==> config.mk <==
export PLATFORM = sky130hd
export DESIGN_NAME = call_frame_alloc
export DESIGN_NICKNAME = d
export VERILOG_FILES = /design/src/rtl/cfa_pkg.sv /design/src/rtl/cfa_ctx_chain.sv /design/src/rtl/cfa_frame_lifo.sv /design/src/rtl/cfa_stack_pool.sv /design/src/rtl/call_frame_alloc.sv
export SDC_FILE = /design/constraint.sdc
export NUM_CORES = 1
export LEC_CHECK = 0
export CAP_MARGIN = 25
export CORE_MARGIN = 4
export CORE_UTILIZATION = 57
export DETAILED_ROUTE_END_ITERATION = 7
export DONT_BUFFER_PORTS = 1
export GPL_TIMING_DRIVEN = 0
export PLACE_DENSITY = 0.75
export RECOVER_POWER = 100
export SYNTH_ARGS = -nofsm -noshare
export SYNTH_HDL_FRONTEND = slang
export SYNTH_SLANG_ARGS = --single-unit
==> constraint.sdc <==
create_clock -name clk -period 5.94 [get_ports clk]
set_input_delay 1.188 -clock clk [delete_from_list [all_inputs] [get_ports clk]]
set_output_delay 1.188 -clock clk [all_outputs]
set_load 0.03 [all_outputs]
==> src/rtl/cfa_pkg.sv <==
package cfa_pkg;

  typedef enum logic [2:0] {
    FLT_NONE        = 3'd0,
    FLT_NULL_LINK   = 3'd1,
    FLT_CTX_SMALL   = 3'd2,
    FLT_POOL_FULL   = 3'd3,
    FLT_RET_EMPTY   = 3'd4,
    FLT_FRAMES_FULL = 3'd5
  } fault_e;

  // Capacity of a preallocated context, cycling through four sizes.
  function automatic int unsigned ctx_capacity(int unsigned idx,
                                               int unsigned base,
                                               int unsigned step);
    return base + (idx % 4) * step;
  endfunction

endpackage

==> src/rtl/cfa_ctx_chain.sv <==
module cfa_ctx_chain #(
  parameter int NUM_CTX  = 16,
  parameter int CAP_BASE = 64,
  parameter int CAP_STEP = 32,
  parameter int CW       = 4,
  parameter int AW       = 11
) (
  input  logic [CW-1:0] cur_ctx,
  output logic          nxt_valid,
  output logic [CW-1:0] nxt_id,
  output logic [AW-1:0] nxt_cap
);

  logic          link_ok [NUM_CTX];
  logic [CW-1:0] link_to [NUM_CTX];
  logic [AW-1:0] cap_tab [NUM_CTX];

  for (genvar i = 0; i < NUM_CTX; i++) begin : g_ent
    assign link_ok[i] = (i < NUM_CTX - 1) ? 1'b1 : 1'b0;
    assign link_to[i] = (i < NUM_CTX - 1) ? CW'(i + 1) : '0;
    assign cap_tab[i] = AW'(cfa_pkg::ctx_capacity(i, CAP_BASE, CAP_STEP));
  end

  always_comb begin
    nxt_valid = 1'b0;
    nxt_id    = '0;
    nxt_cap   = '0;
    if (int'(cur_ctx) < NUM_CTX) begin
      nxt_valid = link_ok[cur_ctx];
      nxt_id    = link_to[cur_ctx];
    end
    if (int'(nxt_id) < NUM_CTX) begin
      nxt_cap = cap_tab[nxt_id];
    end
  end

endmodule

==> src/rtl/cfa_frame_lifo.sv <==
module cfa_frame_lifo #(
  parameter int DEPTH = 16,
  parameter int FW    = 32,
  localparam int PW   = (DEPTH > 1) ? $clog2(DEPTH) : 1,
  localparam int NW   = $clog2(DEPTH + 1)
) (
  input  logic          clk,
  input  logic          rst_n,
  input  logic          push,
  input  logic          pop,
  input  logic [FW-1:0] push_data,
  output logic [FW-1:0] top_data,
  output logic          full,
  output logic          empty
);

  logic [FW-1:0] mem [DEPTH];
  logic [NW-1:0] cnt_q, cnt_d;
  logic [PW-1:0] wr_idx, top_idx;
  logic          do_push, do_pop;

  assign full    = (cnt_q == NW'(DEPTH));
  assign empty   = (cnt_q == '0);
  assign do_push = push && !full;
  assign do_pop  = pop && !empty;
  assign wr_idx  = PW'(cnt_q);
  assign top_idx = PW'(cnt_q - 1'b1);
  assign top_data = empty ? '0 : mem[top_idx];

  always_comb begin
    cnt_d = cnt_q;
    if (do_push)     cnt_d = cnt_q + 1'b1;
    else if (do_pop) cnt_d = cnt_q - 1'b1;
  end

  always_ff @(posedge clk or negedge rst_n) begin
    if (!rst_n) cnt_q <= '0;
    else        cnt_q <= cnt_d;
  end

  always_ff @(posedge clk) begin
    if (do_push) mem[wr_idx] <= push_data;
  end

endmodule

==> src/rtl/cfa_stack_pool.sv <==
module cfa_stack_pool #(
  parameter int DESC_SLOTS = 64,
  parameter int POOL_BYTES = 1024,
  parameter int AW         = 11,
  parameter int DPW        = 7
) (
  input  logic           clk,
  input  logic           rst_n,
  input  logic           alloc_go,
  input  logic           restore_go,
  input  logic [DPW-1:0] restore_dp,
  input  logic [AW-1:0]  restore_sp,
  input  logic [AW-1:0]  req_bytes,
  output logic           fits,
  output logic [DPW-1:0] dp_q,
  output logic [AW-1:0]  sp_q
);

  localparam int EW = AW + 2;

  logic [EW-1:0]  rounded, end_w;
  logic [DPW-1:0] dp_d;
  logic [AW-1:0]  sp_d;

  assign rounded = (EW'(req_bytes) + EW'(3)) & ~EW'(3);
  assign end_w   = EW'(sp_q) + rounded;
  assign fits    = (end_w <= EW'(POOL_BYTES)) && (dp_q < DPW'(DESC_SLOTS));

  always_comb begin
    dp_d = dp_q;
    sp_d = sp_q;
    if (restore_go) begin
      dp_d = restore_dp;
      sp_d = restore_sp;
    end else if (alloc_go) begin
      dp_d = dp_q + 1'b1;
      sp_d = AW'(end_w);
    end
  end

  always_ff @(posedge clk or negedge rst_n) begin
    if (!rst_n) begin
      dp_q <= '0;
      sp_q <= '0;
    end else if (restore_go || alloc_go) begin
      dp_q <= dp_d;
      sp_q <= sp_d;
    end
  end

endmodule

==> src/rtl/call_frame_alloc.sv <==
module call_frame_alloc #(
  parameter int NUM_CTX    = 16,
  parameter int CAP_BASE   = 64,
  parameter int CAP_STEP   = 32,
  parameter int FRAME_DEPTH = 16,
  parameter int DESC_SLOTS = 64,
  parameter int POOL_BYTES = 1024,
  parameter int LW         = 8,
  parameter int LEVEL_INIT = 1,
  localparam int CW  = $clog2(NUM_CTX),
  localparam int AW  = $clog2(POOL_BYTES + 1),
  localparam int DW  = $clog2(DESC_SLOTS),
  localparam int DPW = $clog2(DESC_SLOTS + 1)
) (
  input  logic          clk,
  input  logic          rst_n,
  input  logic          req_call,
  input  logic [AW-1:0] call_need,
  input  logic          req_ret,
  input  logic          req_alloc,
  input  logic [AW-1:0] alloc_bytes,
  output logic          grant,
  output logic          fault,
  output logic [2:0]    fault_code,
  output logic [CW-1:0] ctx_id,
  output logic [DW-1:0] desc_idx,
  output logic [AW-1:0] store_addr,
  output logic [LW-1:0] obj_level,
  output logic [LW-1:0] cur_level
);
  import cfa_pkg::*;

  // Frame layout: {context, descriptor ptr, storage ptr, level}
  localparam int FW     = CW + DPW + AW + LW;
  localparam int LV_LO  = 0;
  localparam int SP_LO  = LW;
  localparam int DP_LO  = LW + AW;
  localparam int CX_LO  = LW + AW + DPW;

  logic [CW-1:0]  cur_ctx_q, cur_ctx_d;
  logic [LW-1:0]  level_q, level_d;

  logic           nxt_valid;
  logic [CW-1:0]  nxt_id;
  logic [AW-1:0]  nxt_cap;

  logic [FW-1:0]  push_frame, top_frame;
  logic           lifo_full, lifo_empty;

  logic           pool_fits;
  logic [DPW-1:0] dp_cur;
  logic [AW-1:0]  sp_cur;

  logic           sel_call, sel_ret, sel_alloc, any_req;
  logic           call_ok, ret_ok, alloc_ok;
  fault_e         cause;

  logic           grant_q, fault_q;
  logic [2:0]     code_q;
  logic [CW-1:0]  ctx_out_q, ctx_out_d;
  logic [DW-1:0]  desc_q;
  logic [AW-1:0]  addr_q;
  logic [LW-1:0]  olvl_q;
  logic           ctx_out_en, alloc_out_en, code_en;

  cfa_ctx_chain #(
    .NUM_CTX (NUM_CTX),
    .CAP_BASE(CAP_BASE),
    .CAP_STEP(CAP_STEP),
    .CW      (CW),
    .AW      (AW)
  ) chain_i (
    .cur_ctx  (cur_ctx_q),
    .nxt_valid(nxt_valid),
    .nxt_id   (nxt_id),
    .nxt_cap  (nxt_cap)
  );

  cfa_frame_lifo #(
    .DEPTH(FRAME_DEPTH),
    .FW   (FW)
  ) frames_i (
    .clk      (clk),
    .rst_n    (rst_n),
    .push     (call_ok),
    .pop      (ret_ok),
    .push_data(push_frame),
    .top_data (top_frame),
    .full     (lifo_full),
    .empty    (lifo_empty)
  );

  cfa_stack_pool #(
    .DESC_SLOTS(DESC_SLOTS),
    .POOL_BYTES(POOL_BYTES),
    .AW        (AW),
    .DPW       (DPW)
  ) pool_i (
    .clk       (clk),
    .rst_n     (rst_n),
    .alloc_go  (alloc_ok),
    .restore_go(ret_ok),
    .restore_dp(top_frame[DP_LO +: DPW]),
    .restore_sp(top_frame[SP_LO +: AW]),
    .req_bytes (alloc_bytes),
    .fits      (pool_fits),
    .dp_q      (dp_cur),
    .sp_q      (sp_cur)
  );

  assign push_frame = {cur_ctx_q, dp_cur, sp_cur, level_q};

  // Request arbitration: return, then call, then allocate.
  assign sel_ret   = req_ret;
  assign sel_call  = req_call && !req_ret;
  assign sel_alloc = req_alloc && !req_call && !req_ret;
  assign any_req   = req_ret || req_call || req_alloc;

  assign call_ok  = sel_call && !lifo_full && nxt_valid && (call_need <= nxt_cap);
  assign ret_ok   = sel_ret && !lifo_empty;
  assign alloc_ok = sel_alloc && pool_fits;

  always_comb begin
    cause = FLT_NONE;
    if (sel_ret && lifo_empty)           cause = FLT_RET_EMPTY;
    else if (sel_call && lifo_full)      cause = FLT_FRAMES_FULL;
    else if (sel_call && !nxt_valid)     cause = FLT_NULL_LINK;
    else if (sel_call && !call_ok)       cause = FLT_CTX_SMALL;
    else if (sel_alloc && !pool_fits)    cause = FLT_POOL_FULL;
  end

  // Next-state for the process state.
  always_comb begin
    cur_ctx_d = cur_ctx_q;
    level_d   = level_q;
    if (call_ok) begin
      cur_ctx_d = nxt_id;
      level_d   = level_q + 1'b1;
    end else if (ret_ok) begin
      cur_ctx_d = top_frame[CX_LO +: CW];
      level_d   = top_frame[LV_LO +: LW];
    end
  end

  assign ctx_out_en   = call_ok || ret_ok;
  assign ctx_out_d    = cur_ctx_d;
  assign alloc_out_en = alloc_ok;
  assign code_en      = any_req && (cause != FLT_NONE);

  always_ff @(posedge clk or negedge rst_n) begin
    if (!rst_n) begin
      cur_ctx_q <= '0;
      level_q   <= LW'(LEVEL_INIT);
    end else if (ctx_out_en) begin
      cur_ctx_q <= cur_ctx_d;
      level_q   <= level_d;
    end
  end

  always_ff @(posedge clk or negedge rst_n) begin
    if (!rst_n) begin
      grant_q <= 1'b0;
      fault_q <= 1'b0;
    end else begin
      grant_q <= call_ok || ret_ok || alloc_ok;
      fault_q <= code_en;
    end
  end

  always_ff @(posedge clk or negedge rst_n) begin
    if (!rst_n)       code_q <= '0;
    else if (code_en) code_q <= 3'(cause);
  end

  always_ff @(posedge clk or negedge rst_n) begin
    if (!rst_n)          ctx_out_q <= '0;
    else if (ctx_out_en) ctx_out_q <= ctx_out_d;
  end

  always_ff @(posedge clk or negedge rst_n) begin
    if (!rst_n) begin
      desc_q <= '0;
      addr_q <= '0;
      olvl_q <= '0;
    end else if (alloc_out_en) begin
      desc_q <= DW'(dp_cur);
      addr_q <= sp_cur;
      olvl_q <= level_q;
    end
  end

  assign grant      = grant_q;
  assign fault      = fault_q;
  assign fault_code = code_q;
  assign ctx_id     = ctx_out_q;
  assign desc_idx   = desc_q;
  assign store_addr = addr_q;
  assign obj_level  = olvl_q;
  assign cur_level  = level_q;

endmodule

==> run summary, run 1 <==
status -> finished, final reports clean
largest net degree at the start of global routing -> 66
CTS Hold Buffers Added -> 0
fmax -> 176 MHz
Clk pin slew, worst setup/hold paths -> 0.06 ns
Post-CTS Setup Inserts -> 0
Cell Area, Placed -> 0.0232 sq mm
Post-synth EDFFs -> 480
initial antenna violation count -> 1
Die W -> 205 microns
commonest non-fill, non-tap cells in the layout -> 480 x edfxtp_1, 142 x mux4_2, 64 x dfrtp_1, 63 x clkbuf_1, 54 x clkbuf_16
CTS root buf -> clkbuf_16
Synth warnings -> 0
post-layout util -> 64.9%
first-pass GRT wire length -> 77.4 mm
DR WL/cell -> 30.3 microns
FF-to-FF Start -> frames_i.cnt_q[0]
die area -> 0.0419 sq mm
HP Class -> input port to async pin
clock sinks -> 545
Area Growth Syn to Fin -> 11.8%
Yosys top cell by area -> edfxtp_1
number of CTS-inserted buffers -> 53
GPL Wtd Cong -> 0.825
CTS tree -> done
Crit Path Max Fanout -> 10
post-layout net count -> 1238
number of port buffers -> 0
Starting Density -> 58.1%
Lkg Pwr -> 8.13 nW
worst skew pair latency -> 0.59 ns
maximum vdd drop -> 0.319 mV
R2R Setup Slk -> 0.26 ns
Die H -> 205 microns
Avg Inst Size Synth -> 20.0 sq um
initial drt markers -> 1496
commonest non-fill, non-tap cell in the layout -> edfxtp_1
RSZ-0062 raised after global routing -> false
measured slew at the worst slew-check pin -> 1.19 ns
row cnt -> 71
worst endpoint required time -> 6.38 ns
final instance area -> 0.0246 sq mm
dominant synthesized flop cell -> edfxtp_1
vias in the first global route -> 11600
Critical Path Sink Type -> flip-flop
DP HPWL -> 32.7 mm
IO Pins -> 69
diode count -> 0
Synth Register Bits -> 545
Setup CP Type -> input port to flip-flop
Max clock buf depth -> 3
Seq/Total Area, Yosys -> 72.8%
vias per cell -> 6.61
fillcell total -> 2507
post-route ant nets -> 0
Cells after Synth -> 1101
share of post-route cells with drive strength above 1 -> 23.6%
top post-synthesis cells by area -> edfxtp_1 65%, mux4_2 15%, dfrtp_1 7.3%, ha_1 1.3%, mux2_2 1.1%
total number of vias -> 11500
synthesized area -> 0.0220 sq mm
Setup crit end -> pool_i.dp_q[1]
cts repair resizes -> 0
DRC errors left -> 0
H-tree depth -> 2
hold slack -> 0.297 ns
Layout Skew -> 0.0167 ns
total core area -> 0.0379 sq mm
Critical Path Start -> alloc_bytes[1]
syn nets -> 1152
FF-to-FF path depth -> 14
crit share post-route -> 95.8%
Slew HR -> 20.8%
Routed WL -> 52.8 mm
worst reg2reg path endpoint -> cur_level[3]
post-synth top area share -> 65.4%
GRT Util Overall -> 25.7%
grt ovf -> 0
DR pass1 iterations -> 5
worst path arrival time -> 6.13 ns
minimum clock period -> 5.69 ns
endpoints failing setup -> 0
ys async rst share -> 11.9%
power per cell area -> 541 mW/mm^2
Unique masters post-synth -> 60
crit start category -> input port
final hold violations -> 0
max_cap viols -> 0
Final Slew Violations -> 0
==> metal layers <==
layer / up-vias / wire (microns) / track usage, %
li1: 4681 / - / -
met1: 5993 / 20400 / 37.7
met2: 727 / 25400 / 40.4
met3: 109 / 5530 / 5.07
met4: 0 / 1530 / 7.35
met5: - / 0 / 0
==> final cells by class <==
cell class | count | area (sq um) | area share (%)
Sequential cell | 545 | 16000 | 65.1
Inverter | 18 | 67.6 | 0.274
Multi-Input combinational cell | 475 | 5620 | 22.8
Clock buffer | 81 | 1530 | 6.22
Tap cell | 511 | 639 | 2.60
Buffer | 63 | 253 | 1.03
Timing Repair Buffer | 31 | 355 | 1.44
Clock inverter | 18 | 121 | 0.493
==> flip-flops by register name, summed over array words and instances, names as in the netlist <==
name and flops:
fault_code 3, grant 1, ctx_id 4, cur_level 8, frames_i.mem 480, fault 1, desc_idx 6, pool_i.sp_q 11
store_addr 11, pool_i.dp_q 7, frames_i.cnt_q 5, obj_level 8
==> logic make-up (layout without fill, tap and decap cells) <==
logic type / count (synthesis) / after routing / synth area share [%]
muxes: 190 / 190 / 16.9
AOI/OAI and AO/OA: 109 / 109 / 3.35
xor gates and xnor gates: 20 / 20 / 0.795
buffers and inverters: 81 / 211 / 1.73
adders and majority gates: 24 / 24 / 1.40
and+or+nand+nor: 132 / 132 / 3.02
DFF: 545 / 545 / 72.8
==> worst min path at each step <==
stage                      start                 to  slack [ns]  depth (start not counted)
2_1_floorplan  frames_i.cnt_q[2]  frames_i.cnt_q[2]        0.58                          2
6_report                   rst_n     store_addr[10]        0.30                          0
3_3_place_gp   frames_i.cnt_q[2]  frames_i.cnt_q[2]        0.62                          2
4_1_cts                    rst_n      store_addr[3]        0.28                          0
5_1_grt                    rst_n      store_addr[3]        0.28                          0
3_5_place_dp   frames_i.cnt_q[2]  frames_i.cnt_q[2]        0.63                          2
==> synth_stat cells (14+ instances only) <==
cell      instances
clkbuf_1         27
mux2_2           21
edfxtp_1        480
o21ai_0          17
ha_1             23
mux2i_1          15
dfrtp_1          64
xnor2_1          16
inv_1            18
buf_4            14
a21oi_1          29
nor2_1           34
mux4_2          142
nand2_1          34
==> metrics by stage <==
stage | setup TNS [ns] | instances | power [mW] | worst slack [ns]
final | 0 | 1742 | 13.3 | 0.247
after global routing | 0 | 1742 | 13.9 | 0.00958
after CTS | 0 | 1741 | 13.4 | 0.308
after detailed placement | 0 | 1642 | 10.2 | 0.366
after global placement | -499.40 | 1612 | 10.0 | -3.52
after floorplan | 0 | 1101 | 8.70 | 0.276
==> worst max-delay path, stage by stage <==
cell and delay (ns):
o21a_1 0.21, nor2_1 0.15, ha_1 0.22, inv_1 0.07, fa_1 0.43, xnor2_1 0.22, nor3_1 0.42, o2111ai_1 0.21
or4b_1 0.64, a211oi_1 0.33, clkbuf_1 0.92, clkbuf_1 0.74, mux2i_1 0.28, a21oi_1 0.09
==> report_power, final <==
part,internal (mW),total (mW),switching [mW]
clock,1.82,3.19,1.37
sequential,4.89,5.74,0.850
combinational,2.05,4.40,2.34
Note: power is estimated with default switching activity, not from simulation.
==> run 2: changes to the inputs <==
- CORE_MARGIN: 4 -> not set
==> run 2 against run 1 <==
Clock skew is 0.0049 ns higher. First-iteration DRC count decreased by 10%. Non-clock buffer count grew 4. Largest cell class unchanged. Largest power group unchanged.
==> run summary, run 2 (same netlist as run 1, synthesis figures left out) <==
Starting Density -> 58.2%
row cnt -> 71
Pint -> 9.13 mW
CTS Hold Buffers Added -> 0
commonest non-fill, non-tap cell in the layout -> edfxtp_1
DRC errors left -> 0
final worst setup slack -> 0.311 ns
grt ovf -> 0
sw frac -> 33.5%
CTS root buf -> clkbuf_16
final instance area -> 0.0249 sq mm
Largest Register -> frames_i.mem
FF-to-FF Start -> frames_i.cnt_q[0]
CP peak stage delay -> 0.87 ns
crit share post-route -> 94.8%
final hold violations -> 0
max reg flops -> 480
Logic pwr share -> 31.9%
Flop pwr share -> 41.9%
Die H -> 199 microns
minimum clock period -> 5.63 ns
share of post-route cells with drive strength above 1 -> 24.9%
clock share of power -> 26.2%
GPL Wtd Cong -> 0.848
DR pass1 iterations -> 5
Crit path max-delay family -> buffers and inverters
Setup CP Type -> input port to flip-flop
largest net degree at the start of global routing -> 66
initial drt markers -> 1339
die area -> 0.0394 sq mm
diode count -> 0
Max clock buf depth -> 3
power per cell area -> 552 mW/mm^2
first-pass GRT wire length -> 77.9 mm
DP Worst Slack -> 0.348 ns
HP Class -> input port to async pin
IO Pins -> 69
clock sinks -> 545
hold slack -> 0.288 ns
post-layout net count -> 1242
Routed WL -> 52.8 mm
Critical Path Start -> alloc_bytes[1]
number of port buffers -> 0
Clk pin slew, worst setup/hold paths -> 0.06 ns
crit start category -> input port
Crit path top cell by count -> clkbuf_1
post-route ant nets -> 0
vias in the first global route -> 11800
Cell Area, Placed -> 0.0232 sq mm
Crit Path Max Fanout -> 10
Die W -> 199 microns
Layout Skew -> 0.0216 ns
CP max-delay cell -> clkbuf_1
Buf/Inv on CP -> 3
cts repair resizes -> 0
measured slew at the worst slew-check pin -> 1.23 ns
fmax -> 178 MHz
number of CTS-inserted buffers -> 53
total core area -> 0.0378 sq mm
NetSw -> 4.61 mW
initial antenna violation count -> 0
Final Slew Violations -> 0
maximum vdd drop -> 0.398 mV
Fin Setup TNS -> 0 ns
max_cap viols -> 0
Area Growth Syn to Fin -> 12.9%
Slew HR -> 17.7%
total number of vias -> 11600
endpoints failing setup -> 0
critical path, cell by cell -> o21a_1 -> nor2_1 -> ha_1 -> inv_1 -> fa_1 -> xnor2_1 -> nor3_1 -> o2111ai_1 -> or4b_1 -> a211oi_1 -> clkbuf_1 -> clkbuf_1 -> mux2i_1 -> a21oi_1
Critical Path Sink Type -> flip-flop
DR WL/cell -> 30.2 microns
GRT Util Overall -> 28.0%
status -> finished, final reports clean
RSZ-0062 raised after global routing -> false
Post-CTS Setup Inserts -> 0
Lkg Pwr -> 8.26 nW
worst endpoint required time -> 6.39 ns
vias per cell -> 6.67
worst path arrival time -> 6.08 ns
DP HPWL -> 32.8 mm
worst skew pair latency -> 0.60 ns
commonest non-fill, non-tap cells in the layout -> 480 x edfxtp_1, 142 x mux4_2, 64 x dfrtp_1, 56 x clkbuf_1, 53 x clkbuf_16
H-tree depth -> 2
CTS tree -> done
run 2: routing by layer:
metal / global-route usage, % / up-vias / wire length [microns]
li1: - / 4669 / -
met1: 40.2 / 6129 / 20800
met2: 43.6 / 719 / 24900
met3: 5.34 / 130 / 5410
met4: 10.0 / 0 / 1670
met5: 0 / - / 0
run 2: worst reg2reg max path, cell delays in order (launching register included):
cell and delay (ns):
dfrtp_1 0.38, buf_2 0.26, buf_2 0.34, buf_2 0.48, buf_2 0.43, inv_1 0.17
ha_1 0.30, a31o_1 0.28, or4_1 0.48, a211oi_1 0.29, buf_2 0.35, nand2_1 0.22
nor3b_1 0.80, buf_6 0.25, clkbuf_4 0.28
run 2: final timing paths:
kind	endpoint	slack [ns]	cells past startpoint
worst max-delay path	pool_i.dp_q[1]	0.31	14
worst min-delay path	store_addr[3]	0.29	0
worst max register to register	frames_i.mem[5][6]	0.32	14
worst min register to register	frames_i.cnt_q[2]	0.65	2
max in group asynchronous	cur_level[0]	5.40	0
min in group clk	frames_i.cnt_q[2]	0.65	2
run 2: area by class of cell:
type,count,area (sq um)
Inverter,18,67.6
Clock buffer,71,1470
Buffer,63,251
Fill cell,2506,13000
Multi-Input combinational cell,475,5620
Clock inverter,28,403
Tap cell,511,639
Sequential cell,545,16000
Timing Repair Buffer,35,372
run 2: power groups by stage:
stage / Sequential, mW / Clock (mW) / Combinational (mW)
after floorplan: 5.52 / 0 / 3.18
after detailed placement: 5.84 / 0 / 4.35
after global placement: 5.78 / 0 / 4.20
after CTS: 5.75 / 3.63 / 4.40
after global routing: 5.81 / 3.78 / 4.66
final: 5.75 / 3.60 / 4.39
run 2: per-stage QoR:
stage	utilization (%)	total power [mW]	std cells
after floorplan	-	8.70	1101
after global placement	59.9	9.98	1612
after detailed placement	61.2	10.2	1643
after CTS	66.2	13.8	1742
after global routing	65.7	14.2	1746
final	65.7	13.7	1746
==> run 3: changes to the inputs <==
- RECOVER_POWER: 100 -> 50
==> run 3 against run 2 <==
Routed wire length shrank 0.25%. Worst setup slack improved by 0.053 ns. Sequential share of layout area down 0.61 points. Sequential power is essentially flat. Power increased by 0.31%. Critical path type is now flip-flop to flip-flop. Highest routed layer unchanged.
==> run summary, run 3 (same netlist as run 1, synthesis figures left out) <==
status -> finished, final reports clean
Slew HR -> 33.0%
FF-to-FF Start -> frames_i.cnt_q[0]
largest net degree at the start of global routing -> 66
Die W -> 199 microns
Lkg Pwr -> 8.38 nW
Setup CP Type -> flip-flop to flip-flop
Final Slew Violations -> 0
Crit path max-delay family -> buffers and inverters
endpoints failing setup -> 0
Clk pin slew, worst setup/hold paths -> 0.06 ns
minimum clock period -> 5.58 ns
Starting Density -> 58.2%
met1 Track Usage GR -> 40.2%
DRC errors left -> 0
vias per cell -> 6.65
grt ovf -> 0
die area -> 0.0394 sq mm
GPL Wtd Cong -> 0.848
diode count -> 0
share of post-route cells with drive strength above 1 -> 27.4%
Die H -> 199 microns
Buf/Inv on CP -> 8
Layout Skew -> 0.0172 ns
row cnt -> 71
FF-to-FF path depth -> 14
crit start category -> flip-flop
worst reg2reg path endpoint -> cur_level[3]
measured slew at the worst slew-check pin -> 1.00 ns
final instance area -> 0.0251 sq mm
total core area -> 0.0378 sq mm
Post-CTS Setup Inserts -> 0
number of CTS-inserted buffers -> 53
Critical Path Sink Type -> flip-flop
first-pass GRT wire length -> 77.9 mm
clock sinks -> 545
Routed WL -> 52.7 mm
Crit Path Max Fanout -> 10
worst endpoint required time -> 6.37 ns
initial drt markers -> 1311
fmax -> 179 MHz
CP max-delay cell -> clkbuf_1
post-route ant nets -> 0
post-layout net count -> 1242
overall power -> 13.8 mW
worst skew pair latency -> 0.60 ns
grt peak-use layer -> met2
RSZ-0062 raised after global routing -> false
R2R Setup Slk -> 0.36 ns
HP Class -> input port to async pin
CTS Hold Buffers Added -> 0
Area Growth Syn to Fin -> 14.0%
max reg flops -> 480
initial antenna violation count -> 0
Cell Area, Placed -> 0.0232 sq mm
IO Pins -> 69
commonest non-fill, non-tap cells in the layout -> 480 x edfxtp_1, 142 x mux4_2, 64 x dfrtp_1, 53 x clkbuf_16, 37 x clkbuf_1
met3 Resource Use GR -> 5.34%
vias in the first global route -> 11800
commonest non-fill, non-tap cell in the layout -> edfxtp_1
crit share post-route -> 93.9%
Crit path top cell by count -> buf_2
maximum vdd drop -> 0.398 mV
CTS root buf -> clkbuf_16
cts repair resizes -> 0
CTS tree -> done
number of port buffers -> 0
GRT Util Overall -> 28.0%
max_cap viols -> 0
Largest Register -> frames_i.mem
CP peak stage delay -> 0.71 ns
grt met2 use -> 43.6%
power per cell area -> 549 mW/mm^2
total number of vias -> 11600
critical path, cell by cell -> buf_2 -> buf_2 -> buf_2 -> buf_2 -> inv_1 -> ha_1 -> clkbuf_1 -> clkbuf_1 -> clkbuf_1 -> mux4_2 -> mux2i_1 -> nand2_1 -> o21ai_0 -> o22ai_1
worst path arrival time -> 6.01 ns
DR pass1 iterations -> 5
Max clock buf depth -> 3
final hold violations -> 0
DP HPWL -> 32.8 mm
H-tree depth -> 2
DR WL/cell -> 30.2 microns
-- run 3: worst max path at each step --
| stage | to | cells after the start | from | slack, ns |
|---|---|---|---|---|
| 2_1_floorplan | frames_i.mem[7][0] | 12 | frames_i.cnt_q[0] | 0.28 |
| 3_3_place_gp | frames_i.mem[6][10] | 12 | frames_i.cnt_q[0] | -3.66 |
| 3_5_place_dp | cur_level[3] | 14 | frames_i.cnt_q[0] | 0.35 |
| 4_1_cts | cur_level[3] | 14 | frames_i.cnt_q[0] | 0.30 |
| 5_1_grt | cur_level[3] | 14 | frames_i.cnt_q[0] | 0.004 |
| 6_report | cur_level[3] | 14 | frames_i.cnt_q[0] | 0.36 |
-- run 3: final cells by class --
type | instances | area (sq um)
tap | 511 | 639
inverter | 18 | 67.6
buffer | 63 | 313
sequential | 545 | 16000
clock inverter | 28 | 403
multi-input combinational | 475 | 5650
clock buffer | 71 | 1470
timing repair buffer | 35 | 518
fill | 2463 | 12700
-- run 3: power by group --
part           switching (mW)  total [mW]  internal [mW]
clock                    1.42        3.60           2.18
combinational            2.32        4.43           2.10
sequential              0.864        5.76           4.89
total                    4.61        13.8           9.17
-- run 3: routing by layer --
| metal | share of wire (%) | vias to the layer above |
|---|---|---|
| met2 | 47 | 744 |
| met4 | 3.1 | 0 |
| met1 | 39 | 6068 |
| met5 | 0 | - |
| met3 | 10 | 131 |
| li1 | - | 4673 |
-- run 3: stage by stage --
step | hold slack [ns] | util (%) | setup TNS, ns | cells | worst slack [ns]
6_report | 0.287 | 66.3 | 0 | 1746 | 0.365
5_1_grt | 0.259 | 66.3 | 0 | 1746 | 0.00441
4_1_cts | 0.262 | 66.2 | 0 | 1742 | 0.297
3_5_place_dp | 0.634 | 61.2 | 0 | 1643 | 0.348
3_3_place_gp | 0.622 | 59.9 | -512.81 | 1612 | -3.66
2_1_floorplan | 0.578 | - | 0 | 1101 | 0.276
-- run 3: worst register-to-register path, cell delays in order (launching register included) --
cell and delay [ns]:
dfrtp_1 0.38, buf_2 0.26, buf_2 0.34, buf_2 0.48
buf_2 0.43, inv_1 0.17, ha_1 0.47, clkbuf_1 0.60
clkbuf_1 0.72, clkbuf_1 0.63, mux4_2 0.42, mux2i_1 0.22
nand2_1 0.08, o21ai_0 0.11, o22ai_1 0.10
